--- config.mk ---
export PLATFORM = sky130hd
export DESIGN_NAME = uart_regfront
export DESIGN_NICKNAME = d
export VERILOG_FILES = /design/src/rtl/uart_rf_pkg.sv /design/src/rtl/uart_rf_regs.sv /design/src/rtl/uart_rf_baud.sv /design/src/rtl/uart_rf_irq.sv /design/src/rtl/uart_regfront.sv
export SDC_FILE = /design/constraint.sdc
export NUM_CORES = 1
export LEC_CHECK = 0
export BUFFER_PORTS_ARGS = -buffer_cell sky130_fd_sc_hd__buf_2
export CAP_MARGIN = 20
export CELL_PAD_IN_SITES_DETAIL_PLACEMENT = 2
export CELL_PAD_IN_SITES_GLOBAL_PLACEMENT = 2
export CORE_MARGIN = 5
export CORE_UTILIZATION = 32
export DETAILED_ROUTE_END_ITERATION = 12
export GPL_TIMING_DRIVEN = 1
export HOLD_SLACK_MARGIN = 0.1
export PLACE_DENSITY = 0.77
export SETUP_SLACK_MARGIN = 0.1
export SLEW_MARGIN = 20
export SYNTH_ARGS = -nofsm -noshare
export SYNTH_HDL_FRONTEND = slang
export SYNTH_HIERARCHICAL = 1
export SYNTH_SLANG_ARGS = --single-unit
--- constraint.sdc ---
create_clock -name clk -period 2.3 [get_ports clk]
set_input_delay 0.23 -clock clk [delete_from_list [all_inputs] [get_ports clk]]
set_output_delay 0.23 -clock clk [all_outputs]
set_load 0.005 [all_outputs]
--- src/rtl/uart_rf_pkg.sv ---
package uart_rf_pkg;

   localparam int unsigned REG_W = 32;

   // word indices on the register bus
   localparam int unsigned IDX_CTL  = 0;
   localparam int unsigned IDX_BAUD = 1;
   localparam int unsigned IDX_FCFG = 2;
   localparam int unsigned IDX_IRQ  = 4;
   localparam int unsigned IDX_DATA = 5;

   // control word bit positions
   localparam int unsigned CB_RXTO_LO = 0;
   localparam int unsigned CB_RXRST   = 6;
   localparam int unsigned CB_TXRST   = 7;
   localparam int unsigned CB_STOP_LO = 8;
   localparam int unsigned CB_SYM_LO  = 12;
   localparam int unsigned CB_BRK     = 14;
   localparam int unsigned CB_RSVD    = 15;
   localparam int unsigned CB_RXPEVEN = 16;
   localparam int unsigned CB_RXPEN   = 17;
   localparam int unsigned CB_TXPEVEN = 18;
   localparam int unsigned CB_TXPEN   = 19;
   localparam int unsigned CB_LOOP    = 20;
   localparam int unsigned CB_RXEN    = 21;
   localparam int unsigned CB_TXEN    = 22;
   localparam int unsigned CB_BRGEN   = 23;

   // threshold register fields
   localparam int unsigned FB_RX_LO = 8;
   localparam int unsigned FB_TX_LO = 12;
   localparam int unsigned THR_W    = 4;

   // interrupt register
   localparam int unsigned IS_TXEMPTY = 5;
   localparam int unsigned IS_RXOVER  = 7;
   localparam int unsigned IS_RXNE    = 11;
   localparam int unsigned IRQ_SRC_W  = 16;
   localparam int unsigned IRQ_MSK_LO = 16;

   typedef struct packed {
      logic [4:0] rx_timeout;
      logic [3:0] stop_code;
      logic [1:0] sym_code;
      logic       tx_break;
      logic       rx_par_even;
      logic       rx_par_en;
      logic       tx_par_even;
      logic       tx_par_en;
      logic       loopback;
      logic       rx_en;
      logic       tx_en;
      logic       brg_en;
   } ctl_t;

   function automatic ctl_t ctl_unpack(input logic [REG_W-1:0] w);
      ctl_t c;
      c.rx_timeout  = w[CB_RXTO_LO +: 5];
      c.stop_code   = w[CB_STOP_LO +: 4];
      c.sym_code    = w[CB_SYM_LO +: 2];
      c.tx_break    = w[CB_BRK];
      c.rx_par_even = w[CB_RXPEVEN];
      c.rx_par_en   = w[CB_RXPEN];
      c.tx_par_even = w[CB_TXPEVEN];
      c.tx_par_en   = w[CB_TXPEN];
      c.loopback    = w[CB_LOOP];
      c.rx_en       = w[CB_RXEN];
      c.tx_en       = w[CB_TXEN];
      c.brg_en      = w[CB_BRGEN];
      return c;
   endfunction

   function automatic logic [REG_W-1:0] ctl_pack(input ctl_t c);
      logic [REG_W-1:0] w;
      w = '0;
      w[CB_RXTO_LO +: 5] = c.rx_timeout;
      w[CB_STOP_LO +: 4] = c.stop_code;
      w[CB_SYM_LO +: 2]  = c.sym_code;
      w[CB_BRK]          = c.tx_break;
      w[CB_RXPEVEN]      = c.rx_par_even;
      w[CB_RXPEN]        = c.rx_par_en;
      w[CB_TXPEVEN]      = c.tx_par_even;
      w[CB_TXPEN]        = c.tx_par_en;
      w[CB_LOOP]         = c.loopback;
      w[CB_RXEN]         = c.rx_en;
      w[CB_TXEN]         = c.tx_en;
      w[CB_BRGEN]        = c.brg_en;
      return w;
   endfunction

endpackage

--- src/rtl/uart_rf_regs.sv ---
module uart_rf_regs
   import uart_rf_pkg::*;
#(
   parameter int unsigned ADDR_W    = 3,
   parameter int unsigned BAUD_W    = 16,
   parameter int unsigned DATA_W    = 8,
   parameter int unsigned RXFLAG_W  = 3,
   parameter bit          RDATA_REG = 1'b1
) (
   input  logic                          clk,
   input  logic                          rst_n,
   input  logic [ADDR_W-1:0]             bus_addr,
   input  logic                          bus_wr,
   input  logic                          bus_rd,
   input  logic [REG_W-1:0]              bus_wdata,
   output logic [REG_W-1:0]              bus_rdata,
   output ctl_t                          ctl,
   output logic [BAUD_W-1:0]             baud_word,
   output logic [THR_W-1:0]              rx_thresh,
   output logic [THR_W-1:0]              tx_thresh,
   output logic [IRQ_SRC_W-1:0]          irq_mask,
   input  logic [IRQ_SRC_W-1:0]          irq_status,
   output logic                          rx_fifo_rst,
   output logic                          tx_fifo_rst,
   output logic                          tx_push,
   output logic [DATA_W-1:0]             tx_data,
   output logic                          rx_pop,
   input  logic [DATA_W+RXFLAG_W-1:0]    rx_word
);

   localparam int unsigned RXW = DATA_W + RXFLAG_W;

   logic sel_ctl, sel_baud, sel_fcfg, sel_irq, sel_data;
   logic [REG_W-1:0] rd_val;

   assign sel_ctl  = (bus_addr == ADDR_W'(IDX_CTL));
   assign sel_baud = (bus_addr == ADDR_W'(IDX_BAUD));
   assign sel_fcfg = (bus_addr == ADDR_W'(IDX_FCFG));
   assign sel_irq  = (bus_addr == ADDR_W'(IDX_IRQ));
   assign sel_data = (bus_addr == ADDR_W'(IDX_DATA));

   // stored configuration
   always_ff @(posedge clk or negedge rst_n) begin
      if (!rst_n) begin
         ctl       <= '0;
         baud_word <= '0;
         rx_thresh <= '0;
         tx_thresh <= '0;
         irq_mask  <= '0;
      end else if (bus_wr) begin
         if (sel_ctl)  ctl       <= ctl_unpack(bus_wdata);
         if (sel_baud) baud_word <= bus_wdata[BAUD_W-1:0];
         if (sel_fcfg) begin
            rx_thresh <= bus_wdata[FB_RX_LO +: THR_W];
            tx_thresh <= bus_wdata[FB_TX_LO +: THR_W];
         end
         if (sel_irq)  irq_mask  <= bus_wdata[IRQ_MSK_LO +: IRQ_SRC_W];
      end
   end

   // self-clearing strobes
   always_ff @(posedge clk or negedge rst_n) begin
      if (!rst_n) begin
         rx_fifo_rst <= 1'b0;
         tx_fifo_rst <= 1'b0;
         tx_push     <= 1'b0;
         tx_data     <= '0;
         rx_pop      <= 1'b0;
      end else begin
         rx_fifo_rst <= bus_wr && sel_ctl && bus_wdata[CB_RXRST];
         tx_fifo_rst <= bus_wr && sel_ctl && bus_wdata[CB_TXRST];
         tx_push     <= bus_wr && sel_data;
         rx_pop      <= bus_rd && sel_data;
         if (bus_wr && sel_data) tx_data <= bus_wdata[DATA_W-1:0];
      end
   end

   // read multiplexer
   always_comb begin
      rd_val = '0;
      unique case (1'b1)
         sel_ctl:  rd_val = ctl_pack(ctl);
         sel_baud: rd_val[BAUD_W-1:0] = baud_word;
         sel_fcfg: begin
            rd_val[FB_RX_LO +: THR_W] = rx_thresh;
            rd_val[FB_TX_LO +: THR_W] = tx_thresh;
         end
         sel_irq: begin
            rd_val[IRQ_SRC_W-1:0]             = irq_status;
            rd_val[IRQ_MSK_LO +: IRQ_SRC_W]   = irq_mask;
         end
         sel_data: rd_val[RXW-1:0] = rx_word;
         default:  rd_val = '0;
      endcase
   end

   generate
      if (RDATA_REG) begin : g_rd_flop
         always_ff @(posedge clk or negedge rst_n) begin
            if (!rst_n)      bus_rdata <= '0;
            else if (bus_rd) bus_rdata <= rd_val;
         end

         AST_CTL_RSVD_READS_ZERO: assert property (@(posedge clk) disable iff (!rst_n)
            (bus_rd && sel_ctl) |=> (bus_rdata[CB_RSVD] == 1'b0 && bus_rdata[REG_W-1:CB_BRGEN+1] == '0));
         AST_RST_BITS_READ_ZERO: assert property (@(posedge clk) disable iff (!rst_n)
            (bus_rd && sel_ctl) |=> (bus_rdata[CB_RXRST] == 1'b0 && bus_rdata[CB_TXRST] == 1'b0));
      end else begin : g_rd_comb
         assign bus_rdata = bus_rd ? rd_val : '0;
      end
   endgenerate

   AST_RXRST_FROM_WRITE: assert property (@(posedge clk) disable iff (!rst_n)
      rx_fifo_rst |-> $past(bus_wr && sel_ctl && bus_wdata[CB_RXRST]));
   AST_TXRST_FROM_WRITE: assert property (@(posedge clk) disable iff (!rst_n)
      tx_fifo_rst |-> $past(bus_wr && sel_ctl && bus_wdata[CB_TXRST]));
   AST_PUSH_FROM_WRITE: assert property (@(posedge clk) disable iff (!rst_n)
      tx_push |-> $past(bus_wr && sel_data));
   AST_POP_FROM_READ: assert property (@(posedge clk) disable iff (!rst_n)
      rx_pop |-> $past(bus_rd && sel_data));

endmodule

--- src/rtl/uart_rf_baud.sv ---
module uart_rf_baud #(
   parameter int unsigned BAUD_W = 16
) (
   input  logic              clk,
   input  logic              rst_n,
   input  logic              en,
   input  logic [BAUD_W-1:0] word,
   output logic              tick
);

   logic [BAUD_W-1:0] cnt;
   logic              phase;
   logic              wrap;

   // half-period reached; >= keeps a lowered word from stalling the count
   assign wrap = en && (cnt >= word);

   always_ff @(posedge clk or negedge rst_n) begin
      if (!rst_n) begin
         cnt   <= '0;
         phase <= 1'b0;
         tick  <= 1'b0;
      end else if (!en) begin
         cnt   <= '0;
         phase <= 1'b0;
         tick  <= 1'b0;
      end else begin
         cnt   <= wrap ? '0 : cnt + 1'b1;
         if (wrap) phase <= ~phase;
         tick  <= wrap && phase;
      end
   end

   AST_TICK_NEEDS_ENABLE: assert property (@(posedge clk) disable iff (!rst_n)
      !en |=> !tick);
   AST_TICK_SINGLE_CYCLE: assert property (@(posedge clk) disable iff (!rst_n)
      tick |=> !tick);

endmodule

--- src/rtl/uart_rf_irq.sv ---
module uart_rf_irq #(
   parameter int unsigned SRC_W = 16
) (
   input  logic             clk,
   input  logic             rst_n,
   input  logic [SRC_W-1:0] status,
   input  logic [SRC_W-1:0] mask,
   output logic             irq
);

   always_ff @(posedge clk or negedge rst_n) begin
      if (!rst_n) irq <= 1'b0;
      else        irq <= |(status & mask);
   end

   AST_IRQ_MASKED_OFF: assert property (@(posedge clk) disable iff (!rst_n)
      (mask == '0) |=> !irq);
   AST_IRQ_NO_SOURCE: assert property (@(posedge clk) disable iff (!rst_n)
      (status == '0) |=> !irq);

endmodule

--- src/rtl/uart_regfront.sv ---
module uart_regfront
   import uart_rf_pkg::*;
#(
   parameter int unsigned ADDR_W    = 3,
   parameter int unsigned BAUD_W    = 16,
   parameter int unsigned DATA_W    = 8,
   parameter int unsigned RXFLAG_W  = 3,
   parameter bit          RDATA_REG = 1'b1
) (
   input  logic                       clk,
   input  logic                       rst_n,
   input  logic [ADDR_W-1:0]          bus_addr,
   input  logic                       bus_wr,
   input  logic                       bus_rd,
   input  logic [31:0]                bus_wdata,
   output logic [31:0]                bus_rdata,
   output logic [4:0]                 rx_timeout,
   output logic [3:0]                 stop_code,
   output logic [1:0]                 sym_code,
   output logic                       tx_break,
   output logic                       rx_par_even,
   output logic                       rx_par_en,
   output logic                       tx_par_even,
   output logic                       tx_par_en,
   output logic                       loopback,
   output logic                       rx_en,
   output logic                       tx_en,
   output logic                       rx_fifo_rst,
   output logic                       tx_fifo_rst,
   output logic [3:0]                 rx_thresh,
   output logic [3:0]                 tx_thresh,
   output logic                       os_tick,
   output logic                       tx_push,
   output logic [DATA_W-1:0]          tx_data,
   output logic                       rx_pop,
   input  logic [DATA_W+RXFLAG_W-1:0] rx_word,
   input  logic                       tx_empty,
   input  logic                       rx_overrun,
   input  logic                       rx_not_empty,
   output logic                       irq
);

   generate
      if (ADDR_W < 3 || ADDR_W > 30)
         $error("uart_regfront: ADDR_W must cover word index 5");
      if (BAUD_W < 1 || BAUD_W > REG_W)
         $error("uart_regfront: BAUD_W out of range");
      if (DATA_W < 5 || DATA_W + RXFLAG_W > REG_W)
         $error("uart_regfront: data and flag widths do not fit a word");
   endgenerate

   ctl_t                  ctl;
   logic [BAUD_W-1:0]     baud_word;
   logic [IRQ_SRC_W-1:0]  irq_mask;
   logic [IRQ_SRC_W-1:0]  irq_status;

   always_comb begin
      irq_status             = '0;
      irq_status[IS_TXEMPTY] = tx_empty;
      irq_status[IS_RXOVER]  = rx_overrun;
      irq_status[IS_RXNE]    = rx_not_empty;
   end

   uart_rf_regs #(
      .ADDR_W   (ADDR_W),
      .BAUD_W   (BAUD_W),
      .DATA_W   (DATA_W),
      .RXFLAG_W (RXFLAG_W),
      .RDATA_REG(RDATA_REG)
   ) u_regs (
      .clk        (clk),
      .rst_n      (rst_n),
      .bus_addr   (bus_addr),
      .bus_wr     (bus_wr),
      .bus_rd     (bus_rd),
      .bus_wdata  (bus_wdata),
      .bus_rdata  (bus_rdata),
      .ctl        (ctl),
      .baud_word  (baud_word),
      .rx_thresh  (rx_thresh),
      .tx_thresh  (tx_thresh),
      .irq_mask   (irq_mask),
      .irq_status (irq_status),
      .rx_fifo_rst(rx_fifo_rst),
      .tx_fifo_rst(tx_fifo_rst),
      .tx_push    (tx_push),
      .tx_data    (tx_data),
      .rx_pop     (rx_pop),
      .rx_word    (rx_word)
   );

   uart_rf_baud #(
      .BAUD_W(BAUD_W)
   ) u_baud (
      .clk  (clk),
      .rst_n(rst_n),
      .en   (ctl.brg_en),
      .word (baud_word),
      .tick (os_tick)
   );

   uart_rf_irq #(
      .SRC_W(IRQ_SRC_W)
   ) u_irq (
      .clk   (clk),
      .rst_n (rst_n),
      .status(irq_status),
      .mask  (irq_mask),
      .irq   (irq)
   );

   assign rx_timeout  = ctl.rx_timeout;
   assign stop_code   = ctl.stop_code;
   assign sym_code    = ctl.sym_code;
   assign tx_break    = ctl.tx_break;
   assign rx_par_even = ctl.rx_par_even;
   assign rx_par_en   = ctl.rx_par_en;
   assign tx_par_even = ctl.tx_par_even;
   assign tx_par_en   = ctl.tx_par_en;
   assign loopback    = ctl.loopback;
   assign rx_en       = ctl.rx_en;
   assign tx_en       = ctl.tx_en;

   AST_NO_RD_WR_OVERLAP: assert property (@(posedge clk) disable iff (!rst_n)
      !(bus_rd && bus_wr));

endmodule

==> metrics list <==
* Wire per inst: 20.52 um
- Clock tree from TritonCTS: done
- Across all setup checks in the final design, the least slack found is -0.03154 ns.
- Share of the synthesized area in compound gates (AO/OA/AOI/OAI): 9.196%
- The initial antenna violation count came to 0.
* Number of flip-flops and latches in the synthesized netlist: roughly 120
- IO buf count: 125
- Unrepaired setup endpoints after global routing: true
- Across all hold checks on the routed design, the worst slack comes to between 0.1 and 0.15 ns.
- The worst pin sits at a relative slew slack of between 50% and 60%.
* Area after detailed placement: ~0.0068 mm^2
* Worst setup path category: flop to flop
* Number of nets still failing antenna checks after routing: 0
- For this run, the leading register cell type out of synthesis is dfrtp_1.
- Count leader, synth: dfrtp_1
* Leading cell types by total area after synthesis: dfrtp_1, mux2_2, ha_1
* Lkg Pwr: approximately 0.0037 uW
- Final period utilization: 101.4%
- Slowest library cell on the worst path: or4b_4
- Storage cell area: a little over 0.003 mm^2
- In this run the vertical extent of the chip is about 150 um.
- The H-tree was split into 4 levels.
* Pin slew with the least headroom to its limit: 0.6421 ns
- In this run the worst path has a maximum fanout of 8.
- Non-Filler Instances: 914
- Number of CTS-inserted buffers: 17
- Endpoint arrival time on the critical path: between 2 and 3 ns
* Power density over the cells: 848.6 mW/mm^2
- For flop-to-flop paths, the worst setup slack is -0.03 ns.
* Count of warnings emitted by yosys: 6
- The clock passes through at most 2 buffers.
- The min-delay analysis places its worst path in the category primary input to flop.
* Launch point of the critical path: u_baud/cnt[3]$_DFF_PN0_
- Core region area: 0.01796 mm^2
* Adder and majority cell fraction of the synthesized area: 3.644%
* R2r endpoint: u_baud/cnt[9]$_DFF_PN0_
- Skew final: between 0.01 and 0.015 ns
- Synth Cell Area: roughly 0.0058 mm^2
* R2r startpoint: u_baud/cnt[3]$_DFF_PN0_
- Cells with a size suffix above 1 make up between 30% and 40% of the layout.
* Multiplexer share of the synthesized area: 17.60%
- Share of Yosys cell area claimed by the top area cell type: between 50 and 60%
* Post-Place Setup Slack: ~0.029 ns
- The first detailed-routing pass ran for 4 iterations.
* Ports placed on the boundary: between 100 and 150
* Maximum VDD drop: between 0.5 and 0.6 mV
- On the worst path, the slowest cell contributes a delay of around 0.57 ns.
* Register area share after synthesis: a little over half
- The clock drives around 120 sinks.
- Count of cell types in the netlist: about 50
* First-pass GRT wire length: 30.22 mm
* Detailed Route Iter0 Violations: between 100 and 150
- Cell types with the highest counts after synthesis: dfrtp_1, mux2_2, nor2_1
- Layout overhead on the synthesized area: 33.16%
- Final hold violation count: 0
* Hold Crit Depth: 2
* Drt via density: roughly 5.0
* Cell count of the worst reg-to-reg path: 6
- Across all layers, the routed design uses roughly 4500 vias.
- The final reports fail on setup timing.
* DP Wirelength: roughly 13 mm
- Die Wd: about 150 um
* Largest family of logic cells by synthesized area: multiplexers
* Synthesized instance count: 478
- Global route total overflow: 0
- Pin count of the biggest net entering global routing: between 60 and 70
* # DRC: 0
- Crit-path leading delay family: simple AND/OR/NAND/NOR gates
* CP Cell Sequence: ha_1 > o21ai_0 > nor4_4 > or4b_4 > buf_6 > nor2_2
* Global Route Usage Sum: 17.95%
* Clock insertion delay at the later pin of the skew report: 0.42 ns
- Mean post-synth cell area: roughly 12 um^2
- The filler cells instantiated in the layout total between 1500 and 2000.
* Count of buffering cells on the critical path with inverters included: 1
* Post-Route WL: approximately 19 mm
- Starting utilization of the core area: between 30 and 40%
- CP startpoint kind: flop
- Summing the areas of all and, or, nand and nor instances in the mapped netlist gives about a tenth of the synthesized area.
- After detailed placement, the design holds a cell count of approximately 850.
* Net count of the finished layout: 743
- Endpoint of the worst hold path: u_regs/baud_word[9]$_DFFE_PN0P_
- For this run, asynchronously set or reset flops after synthesis account for 100.0%.
- Final Max Slew Viols: 0
* Clock transition at path regs: 0.05 ns
* Gpl congestion: between 0.7 and 0.8
- Number of synthesized flops with an enable pin: 0
- Of the total synthesized cell area, the portion taken by XOR and XNOR cells is between 2 and 2.5%.
- Cell type with the highest aggregate area in the netlist: dfrtp_1
* Setup TNS Final: -0.1411 ns
- Run status: finished with violations
- In this run the core area contains slightly below 50 standard-cell rows.
- The worst path in the final design needs a cycle of around 2.3 ns, including I/O delays and setup.
- Die Area: approximately 0.021 mm^2
- MaxCap Viol Count: 0
- STA classifies the critical path endpoint as a flop.
* Number of endpoints failing setup at the final stage: 10
- The via count of the first global-routing pass is between 5000 and 6000.
- Critical path data required time: between 2 and 3 ns
* Peak clock frequency supported by timing: 428.9 MHz
- Multi-input gate area: between 0.002 and 0.003 mm^2
- HP Start: bus_wdata[9]
- Cell area after layout: just under 0.008 mm^2
* Root cell of the clock tree: clkbuf_16
==> worst register-to-register path, stage by stage (launching register included) <==
cell and delay [ns]:
dfrtp_1 0.45, ha_1 0.35, o21ai_0 0.49, nor4_4 0.12, or4b_4 0.57, buf_6 0.17, nor2_2 0.11
==> layout make-up <==
cell class	instances	area share, %
flip-flops and latches	123	39.60
clock buffers	23	6.149
inverters	32	1.545
well taps	229	3.686
clock inverters	7	0.8693
multi-input cells	326	34.10
repair buffers	173	14.02
diodes	1	0.03220
==> report_power, final <==
group	internal [uW]	total (uW)	switching (uW)
Clock	1550	2480	925
Combinational	708	1330	626
Sequential	2500	2790	286
Total	4760	6600	1840
==> metal layers <==
layer | part of all wire (%) | routed length, um | track usage [%] | vias to the layer above
met5 | 0 | 0 | 0 | -
met4 | 1.3 | 239 | 4.384 | 0
met3 | 3.9 | 732 | 4.490 | 19
met2 | 53 | 9860 | 32.26 | 113
met1 | 42 | 7925 | 21.54 | 2335
li1 | - | - | - | 2075
==> flip-flops by register name, indices dropped and copies added (netlist names) <==
| name | cells |
|---|---|
| u_baud/cnt | 16 |
| u_baud/phase | 1 |
| u_baud/tick | 1 |
| u_irq/irq | 1 |
| u_regs/baud_word | 16 |
| u_regs/bus_rdata | 32 |
| u_regs/ctl | 20 |
| u_regs/irq_mask | 16 |
| u_regs/rx_fifo_rst | 1 |
| u_regs/rx_pop | 1 |
| u_regs/rx_thresh | 4 |
| u_regs/tx_data | 8 |
| u_regs/tx_fifo_rst | 1 |
| u_regs/tx_push | 1 |
| u_regs/tx_thresh | 4 |
==> through the flow <==
| step | util, % | power, uW |
|---|---|---|
| global route | 43.25 | 6947 |
| finish | 43.27 | 6596 |
| CTS | 42.91 | 6615 |
| global placement | 37.93 | 3904 |
| floorplan | - | 3428 |
| detailed placement | 37.93 | 3998 |
==> logic make-up (layout without fill, tap and decap cells) <==
family / count (synthesis) / after routing
xor+xnor: 14 / 14
fa+ha+maj: 17 / 17
compound gates: 70 / 70
other cells: 1 / 27
buf+inv: 54 / 235
mux: 87 / 87
simple gates: 112 / 112
flops: 123 / 123
==> worst max-delay path by stage <==
| stage | endpoint | slack, ns | cells past startpoint |
|---|---|---|---|
| finish | u_baud/cnt[9]$_DFF_PN0_ | -0.03 | 6 |
| global route | u_baud/cnt[12]$_DFF_PN0_ | -0.11 | 6 |
| CTS | u_baud/cnt[9]$_DFF_PN0_ | 0.11 | 7 |
| detailed placement | u_baud/cnt[9]$_DFF_PN0_ | 0.03 | 8 |
| global placement | u_baud/cnt[15]$_DFF_PN0_ | 0.14 | 8 |
| floorplan | u_baud/cnt[7]$_DFF_PN0_ | 0.15 | 9 |
==> repair_timing <==
action	CTS	global route
resized for setup	5	10
hold buffers	31	0
pin swaps	1	2
buffers inserted	2	1
endpoints found under the hold margin	95	0
endpoints found under the setup margin	17	16
cloned	1	0
==> placed cells by master (no fill, tap or decap), types with 5 or more instances in the layout <==
master and n:
o21ai_0 15, inv_1 30, mux4_2 5, nand4_1 7
a21oi_1 16, a221oi_1 8, xor2_1 8, dlygate4sd3_1 31
nor2_1 37, ha_1 15, buf_4 15, dfrtp_1 123
mux2_2 73, xnor2_1 6, buf_2 124, clkbuf_16 17
conb_1 26, o2bb2ai_1 8, nand2_1 14, nor2b_1 5
and3_1 7, nand3_1 16, mux2i_1 7
No activity file was read; power rests on OpenSTA's default activity.
